**src/rtl/fwb_pkg.sv**
```systemverilog
package fwb_pkg;
  localparam int REG_AW = 5;
  localparam int DIM_W  = 16;

  localparam logic [REG_AW-1:0] OFF_BASE  = 5'h00;
  localparam logic [REG_AW-1:0] OFF_PITCH = 5'h04;
  localparam logic [REG_AW-1:0] OFF_DIM   = 5'h08;
  localparam logic [REG_AW-1:0] OFF_CTRL  = 5'h0C;
  localparam logic [REG_AW-1:0] OFF_PROG  = 5'h10;

  localparam int CB_GO     = 0;
  localparam int CB_BUSY   = 1;
  localparam int CB_IRQ_EN = 2;
  localparam int CB_ABORT  = 14;
  localparam int CB_PWRDN  = 21;

  localparam logic [7:0] ID_TAG = 8'h54;
  localparam logic [1:0] ID_REV = 2'b01;

  typedef struct packed {
    logic [31:0]      base;
    logic [31:0]      pitch;
    logic [DIM_W-1:0] height;
    logic [DIM_W-1:0] width;
  } frame_cfg_t;
endpackage

```
**src/rtl/fwb_regfile.sv**
```systemverilog
module fwb_regfile
  import fwb_pkg::*;
#(
  parameter int ADDR_W = 32
) (
  input  logic              clk_i,
  input  logic              rst_ni,
  input  logic              wr_i,
  input  logic [REG_AW-1:0] addr_i,
  input  logic [31:0]       wdata_i,
  output logic [31:0]       rdata_o,
  input  logic              busy_i,
  input  logic [DIM_W-1:0]  progress_i,
  output frame_cfg_t        cfg_o,
  output logic              irq_en_o,
  output logic              pwrdn_o,
  output logic              start_o,
  output logic              abort_o
);
  logic [ADDR_W-1:0] base_q;
  logic [31:0]       pitch_q;
  logic [DIM_W-1:0]  width_q, height_q;
  logic              irq_en_q, pwrdn_q;
  logic [31:0]       base_ext, ctrl_rd;

  logic ctrl_wr;
  assign ctrl_wr = wr_i && (addr_i == OFF_CTRL);
  assign start_o = ctrl_wr && wdata_i[CB_GO];
  assign abort_o = ctrl_wr && wdata_i[CB_ABORT];

  always_ff @(posedge clk_i or negedge rst_ni) begin
    if (!rst_ni) begin
      base_q   <= '0;
      pitch_q  <= '0;
      width_q  <= '0;
      height_q <= '0;
      irq_en_q <= 1'b0;
      pwrdn_q  <= 1'b0;
    end else if (wr_i) begin
      unique case (addr_i)
        OFF_BASE:  base_q  <= wdata_i[ADDR_W-1:0] & ~ADDR_W'(3);
        OFF_PITCH: pitch_q <= wdata_i & ~32'hF;
        OFF_DIM: begin
          height_q <= wdata_i[31:16];
          width_q  <= wdata_i[15:0];
        end
        OFF_CTRL: begin
          irq_en_q <= wdata_i[CB_IRQ_EN];
          pwrdn_q  <= wdata_i[CB_PWRDN];
        end
        default: ;
      endcase
    end
  end

  generate
    if (ADDR_W < 32) begin : g_base_pad
      assign base_ext = {{(32-ADDR_W){1'b0}}, base_q};
    end else begin : g_base_full
      assign base_ext = base_q;
    end
  endgenerate

  always_comb begin
    ctrl_rd            = '0;
    ctrl_rd[31:24]     = ID_TAG;
    ctrl_rd[23:22]     = ID_REV;
    ctrl_rd[CB_PWRDN]  = pwrdn_q;
    ctrl_rd[CB_IRQ_EN] = irq_en_q;
    ctrl_rd[CB_BUSY]   = busy_i;
  end

  always_comb begin
    unique case (addr_i)
      OFF_BASE:  rdata_o = base_ext;
      OFF_PITCH: rdata_o = pitch_q;
      OFF_DIM:   rdata_o = {height_q, width_q};
      OFF_CTRL:  rdata_o = ctrl_rd;
      OFF_PROG:  rdata_o = {{(32-DIM_W){1'b0}}, progress_i};
      default:   rdata_o = '0;
    endcase
  end

  assign cfg_o.base   = base_ext;
  assign cfg_o.pitch  = pitch_q;
  assign cfg_o.height = height_q;
  assign cfg_o.width  = width_q;
  assign irq_en_o     = irq_en_q;
  assign pwrdn_o      = pwrdn_q;
endmodule

```
**src/rtl/fwb_frame_seq.sv**
```systemverilog
module fwb_frame_seq
  import fwb_pkg::*;
#(
  parameter int ADDR_W = 32
) (
  input  logic              clk_i,
  input  logic              rst_ni,
  input  logic              start_i,
  input  logic              abort_i,
  input  frame_cfg_t        cfg_i,
  input  logic              pwrdn_i,
  output logic              busy_o,
  output logic              done_o,
  output logic [DIM_W-1:0]  progress_o,
  input  logic              pix_valid_i,
  output logic              pix_ready_o,
  output logic              mem_valid_o,
  input  logic              mem_ready_i,
  output logic [ADDR_W-1:0] mem_addr_o
);
  localparam logic [ADDR_W-1:0] WORD_STEP = ADDR_W'(4);

  logic              busy_q, done_q;
  logic [DIM_W-1:0]  w_q, h_q, word_cnt_q, line_cnt_q;
  logic [ADDR_W-1:0] pitch_q, line_base_q, word_addr_q, next_line;
  logic              run, beat, last_word, last_line, zero_dim;

  assign run         = busy_q && !pwrdn_i;
  assign pix_ready_o = run && mem_ready_i;
  assign mem_valid_o = run && pix_valid_i;
  assign beat        = mem_valid_o && mem_ready_i;
  assign last_word   = (word_cnt_q == w_q - 1'b1);
  assign last_line   = (line_cnt_q == h_q - 1'b1);
  assign next_line   = line_base_q + pitch_q;
  assign zero_dim    = (cfg_i.width == '0) || (cfg_i.height == '0);

  always_ff @(posedge clk_i or negedge rst_ni) begin
    if (!rst_ni) begin
      busy_q      <= 1'b0;
      done_q      <= 1'b0;
      w_q         <= '0;
      h_q         <= '0;
      word_cnt_q  <= '0;
      line_cnt_q  <= '0;
      pitch_q     <= '0;
      line_base_q <= '0;
      word_addr_q <= '0;
    end else if (busy_q) begin
      if (abort_i) begin
        busy_q <= 1'b0;
        done_q <= 1'b1;
      end else if (beat) begin
        if (last_word) begin
          word_cnt_q  <= '0;
          line_cnt_q  <= line_cnt_q + 1'b1;
          line_base_q <= next_line;
          word_addr_q <= next_line;
          if (last_line) begin
            busy_q <= 1'b0;
            done_q <= 1'b1;
          end
        end else begin
          word_cnt_q  <= word_cnt_q + 1'b1;
          word_addr_q <= word_addr_q + WORD_STEP;
        end
      end
    end else if (start_i) begin
      busy_q      <= !zero_dim;
      done_q      <= zero_dim;
      w_q         <= cfg_i.width;
      h_q         <= cfg_i.height;
      word_cnt_q  <= '0;
      line_cnt_q  <= '0;
      pitch_q     <= cfg_i.pitch[ADDR_W-1:0];
      line_base_q <= cfg_i.base[ADDR_W-1:0];
      word_addr_q <= cfg_i.base[ADDR_W-1:0];
    end
  end

  assign busy_o     = busy_q;
  assign done_o     = done_q;
  assign progress_o = line_cnt_q;
  assign mem_addr_o = word_addr_q;

  AST_ABORT_STOPS: assert property (@(posedge clk_i) disable iff (!rst_ni)
    (busy_q && abort_i) |=> (!busy_q && !mem_valid_o)) else $error("abort");
  AST_START_CLEARS: assert property (@(posedge clk_i) disable iff (!rst_ni)
    (!busy_q && start_i) |=> (line_cnt_q == '0 && (busy_q != done_q))) else $error("start");
  AST_PROGRESS_BOUND: assert property (@(posedge clk_i) disable iff (!rst_ni)
    busy_q |-> (line_cnt_q < h_q)) else $error("progress");
  AST_STALL_HOLD: assert property (@(posedge clk_i) disable iff (!rst_ni)
    (mem_valid_o && !mem_ready_i && !abort_i) |=> $stable(mem_addr_o)) else $error("stall");
  AST_PWRDN_FREEZE: assert property (@(posedge clk_i) disable iff (!rst_ni)
    (pwrdn_i && busy_q) |=> $stable(line_cnt_q)) else $error("pwrdn");
endmodule

```
**src/rtl/fwb_capture.sv**
```systemverilog
module fwb_capture
  import fwb_pkg::*;
#(
  parameter int ADDR_W = 32
) (
  input  logic              clk_i,
  input  logic              rst_ni,
  input  logic              reg_wr_i,
  input  logic [4:0]        reg_addr_i,
  input  logic [31:0]       reg_wdata_i,
  output logic [31:0]       reg_rdata_o,
  input  logic              pix_valid_i,
  input  logic [31:0]       pix_data_i,
  output logic              pix_ready_o,
  output logic              mem_valid_o,
  output logic [ADDR_W-1:0] mem_addr_o,
  output logic [31:0]       mem_data_o,
  input  logic              mem_ready_i,
  output logic              irq_o
);
  frame_cfg_t       cfg;
  logic             irq_en, pwrdn, start, abort, busy, done;
  logic [DIM_W-1:0] progress;

  fwb_regfile #(.ADDR_W(ADDR_W)) u_regs (
    .clk_i      (clk_i),
    .rst_ni     (rst_ni),
    .wr_i       (reg_wr_i),
    .addr_i     (reg_addr_i),
    .wdata_i    (reg_wdata_i),
    .rdata_o    (reg_rdata_o),
    .busy_i     (busy),
    .progress_i (progress),
    .cfg_o      (cfg),
    .irq_en_o   (irq_en),
    .pwrdn_o    (pwrdn),
    .start_o    (start),
    .abort_o    (abort)
  );

  fwb_frame_seq #(.ADDR_W(ADDR_W)) u_seq (
    .clk_i       (clk_i),
    .rst_ni      (rst_ni),
    .start_i     (start),
    .abort_i     (abort),
    .cfg_i       (cfg),
    .pwrdn_i     (pwrdn),
    .busy_o      (busy),
    .done_o      (done),
    .progress_o  (progress),
    .pix_valid_i (pix_valid_i),
    .pix_ready_o (pix_ready_o),
    .mem_valid_o (mem_valid_o),
    .mem_ready_i (mem_ready_i),
    .mem_addr_o  (mem_addr_o)
  );

  assign mem_data_o = pix_data_i;
  assign irq_o      = done && irq_en;

  AST_IRQ_IDLE: assert property (@(posedge clk_i) disable iff (!rst_ni)
    irq_o |-> !busy) else $error("irq while busy");
endmodule

```
**config.mk**
```make
export PLATFORM = sky130hd
export DESIGN_NAME = fwb_capture
export DESIGN_NICKNAME = d
export VERILOG_FILES = /design/src/rtl/fwb_pkg.sv /design/src/rtl/fwb_regfile.sv /design/src/rtl/fwb_frame_seq.sv /design/src/rtl/fwb_capture.sv
export SDC_FILE = /design/constraint.sdc
export NUM_CORES = 1
export LEC_CHECK = 0
export ABC_AREA = 1
export BUFFER_PORTS_ARGS = -buffer_cell sky130_fd_sc_hd__buf_2
export CORE_UTILIZATION = 60
export DETAILED_ROUTE_END_ITERATION = 10
export PLACE_DENSITY = 0.82
export SYNTH_ARGS = -nofsm -noshare
export SYNTH_HDL_FRONTEND = slang
export SYNTH_SLANG_ARGS = --single-unit
```
**constraint.sdc**
```tcl
create_clock -name clk_i -period 3.2 [get_ports clk_i]
set_input_delay 0.64 -clock clk_i [delete_from_list [all_inputs] [get_ports clk_i]]
set_output_delay 0.64 -clock clk_i [all_outputs]
set_load 0.005 [all_outputs]
```
==> metrics <==
status complete, no violations; Max Root-Sink Buffers 3; Post-Syn Area 0.01513 mm2; Vias 14,720; DIE HEIGHT 160.8 um; synthesized instance count 2,118; most frequent cells in the layout nand2_1, dfrtp_1, inv_1; Crit Path Category reg2reg; FILL cells 2,154; Reg2Reg Capture Point u_seq.progress_o[0]; Synthesized Nets 2,225; Clock transition at path regs 0.06 ns; Setup violations, final 0; Max Freq 0.3383 GHz; CP startpoint u_seq.w_q[0]; register share of total power 40.4%; num ports 173; commonest non-fill, non-tap cell in the layout nand2_1; final wirelength 47,500 um; adder-cell share of the synthesized area 2.778%; drt drc 0; Via density 5.817; Overflow after GRT 0; min cycle time layout 2.956 ns; post-route ant nets 0; cells along the critical path inv_1 -> ha_2 -> nand2_1 -> nor2_2 -> nand2_1 -> nor2_1 -> nand2_1 -> nand2_1 -> nand2_1 -> nor2_4 -> nand3_4 -> nand2_4 -> nand2_4 -> clkinv_2 -> buf_4 -> nand3_1 -> o21ai_0; Seq/Total Area, Yosys 40.84%; crit path capture type flop; half-perimeter wire length after placement 35,790 um; area of the multi-input gates 0.007480 mm2; Setup TNS Final 0 ns; drt pass-1 iters 6; CTS tree built; part of the power in combinational logic 30.4%; Initial DRC Count 1,593; CP max stage cell dfrtp_1; post-synthesis mux area share 0%; clk_skew 0.02239 ns; Root Buffer clkbuf_16; clock share of power 29.2%; area grow syn2layout 11.21%; largest family of logic cells by synthesized area simple AND/OR/NAND/NOR gates; Worst-Skew Late Latency 0.56 ns; WP buf/inv 3; RePlAce Congestion 0.9905; Final #Nets 2,293; Peak VDD IR 482.1 uV; crit path launch type flop; buffers added on ports 108; part of the cycle the worst path needs 92.37%; starting density of the core 61.68%; hold_buf cts 0; Synth Area in Simple Gates 29.69%; non-filler cells, final 2,531; Yosys warning count 0; Yosys cell types 49; Tightest Pin Transition 0.7424 ns; max incr delay on CP 0.37 ns; xor/xnor cell area share of the yosys netlist 4.399%; fraction of registers with async set or reset after synthesis 100.0%; core region area 0.02453 mm2; MaxCap Viol Count 0; Place WS 0.2135 ns; relative slew slack 50.51%; pwr/cell area 679.1 mW/mm2; vias in the first global route 13,810; Synth Area per Inst 7.145 um2; Total GRT Usage 37.12%; number of core rows 57; fin. max-slew vios 0; worst hold path class in2async; CTS Buf Count 28; H-Tree Level Count 1; initial antenna violation count 0; Post-synth EDFFs 0; sw frac 38.24%; RSZ-0062 raised after global routing no; NetSw 4370 uW; Critical Path Fanout Max 17; Die W 160.8 um; leak pwr 0.008600 uW; ANT cells 0; Synth Flop Type dfrtp_1; CP most frequent cell nand2_1; flop and latch count out of synthesis 247; Worst EP arrival 3.44 ns; P_int 7059 uW; Top delay family on crit path simple AND/OR/NAND/NOR gates; CTS Sinks 247; die area 0.02586 mm2; Cells after DPL 2,479; Tot Pwr 11,430 uW; Compound-Gate Fraction of Synth Area 12.46%; global-route wire length before repair 75,330 um; Reg2Reg Depth 17; largest net degree at the start of global routing 90; Final Hold Vio Count 0; register area 0.006181 mm2; R2R Path Start u_seq.w_q[0]; r2r setup slk 0.24 ns; CP required 3.68 ns; Layout Utilization 68.60%; Final Worst Setup Slack 0.2441 ns; WL/cell 18.77 um; fraction of layout cells with a size suffix above 1 9.696%
cell usage after synthesis (7+ instances only):
library cell,n,share of area [%]
o22ai_1,7,0.29
o211ai_1,9,0.45
xnor2_1,22,1.3
buf_4,38,1.9
dfrtp_1,247,41
nand3_1,99,3.3
nand3b_1,15,0.74
inv_1,246,6.1
o21ai_1,9,0.30
nor4_1,17,0.70
buf_2,7,0.23
nor3_1,32,1.1
o21bai_1,7,0.35
nor2_1,209,5.2
nand2_1,623,15
a21oi_1,79,2.6
nand4_1,37,1.5
xor2_1,54,3.1
ha_1,32,2.6
clkbuf_1,51,1.3
o21ai_0,213,7.0
logic make-up (layout without fill, tap and decap cells):
| group | after synthesis | count (layout) |
|---|---|---|
| buffers and inverters | 352 | 441 |
| and+or+nand+nor | 1061 | 1061 |
| DFF | 247 | 247 |
| AOI/OAI and AO/OA | 349 | 349 |
| adders and majority gates | 33 | 33 |
| xor gates and xnor gates | 76 | 76 |
flip-flops by register name (all words and copies together) (netlist names), 16 cells and up:
name               count
u_seq.mem_addr_o      31
u_seq.progress_o      16
u_seq.word_cnt_q      16
u_seq.w_q             16
u_regs.pitch_q        28
u_seq.h_q             16
u_regs.base_ext       30
u_regs.width_q        16
u_seq.line_base_q     30
u_seq.pitch_q         28
u_regs.height_q       16
cell type report:
cell class,count,share of cell area [%]
flip-flops and latches,247,36.73
clock inverters,9,0.8029
clock buffers,42,4.892
inverters,250,5.583
multi-input cells,1519,44.44
well taps,324,2.409
repair buffers,140,5.145
metrics by stage:
| stage | hold slack [ns] | area, um2 |
|---|---|---|
| global route | 0.1534 | 16830 |
| CTS | 0.1322 | 16810 |
| global placement | 0.4544 | 15850 |
| floorplan | 0.3444 | 15130 |
| finish | 0.07597 | 16830 |
| detailed placement | 0.4702 | 15850 |
power groups by stage:
| stage | Clock, uW | Combinational (uW) | Sequential, uW |
|---|---|---|---|
| after detailed placement | 0 | 3380 | 4630 |
| after global placement | 0 | 3310 | 4610 |
| final | 3330 | 3480 | 4620 |
| after CTS | 3340 | 3420 | 4580 |
| after global routing | 3460 | 3930 | 4680 |
| after floorplan | 0 | 2400 | 4350 |
how the worst max path moves through the flow:
stage	slack, ns	cells past startpoint	end
6_report	0.24	17	u_seq.progress_o[0]
5_1_grt	0.004	17	u_seq.progress_o[0]
4_1_cts	0.19	17	u_seq.progress_o[0]
3_5_place_dp	0.21	17	u_seq.progress_o[1]
3_3_place_gp	0.30	17	u_seq.progress_o[1]
2_1_floorplan	0.63	6	reg_rdata_o[15]
layer usage:
metal | GRT usage [%] | routed length [um]
met1 | 52.27 | 20370
met2 | 58.05 | 21180
met5 | 0 | 0
met3 | 7.102 | 4383
met4 | 11.62 | 1566
repair_timing:
item | in CTS | in global routing
setup endpoints to repair | 0 | 42
buffers inserted | 0 | 1
resized for setup | 0 | 2
hold endpoints to repair | 0 | 0
(Power assumes the default switching activity.)
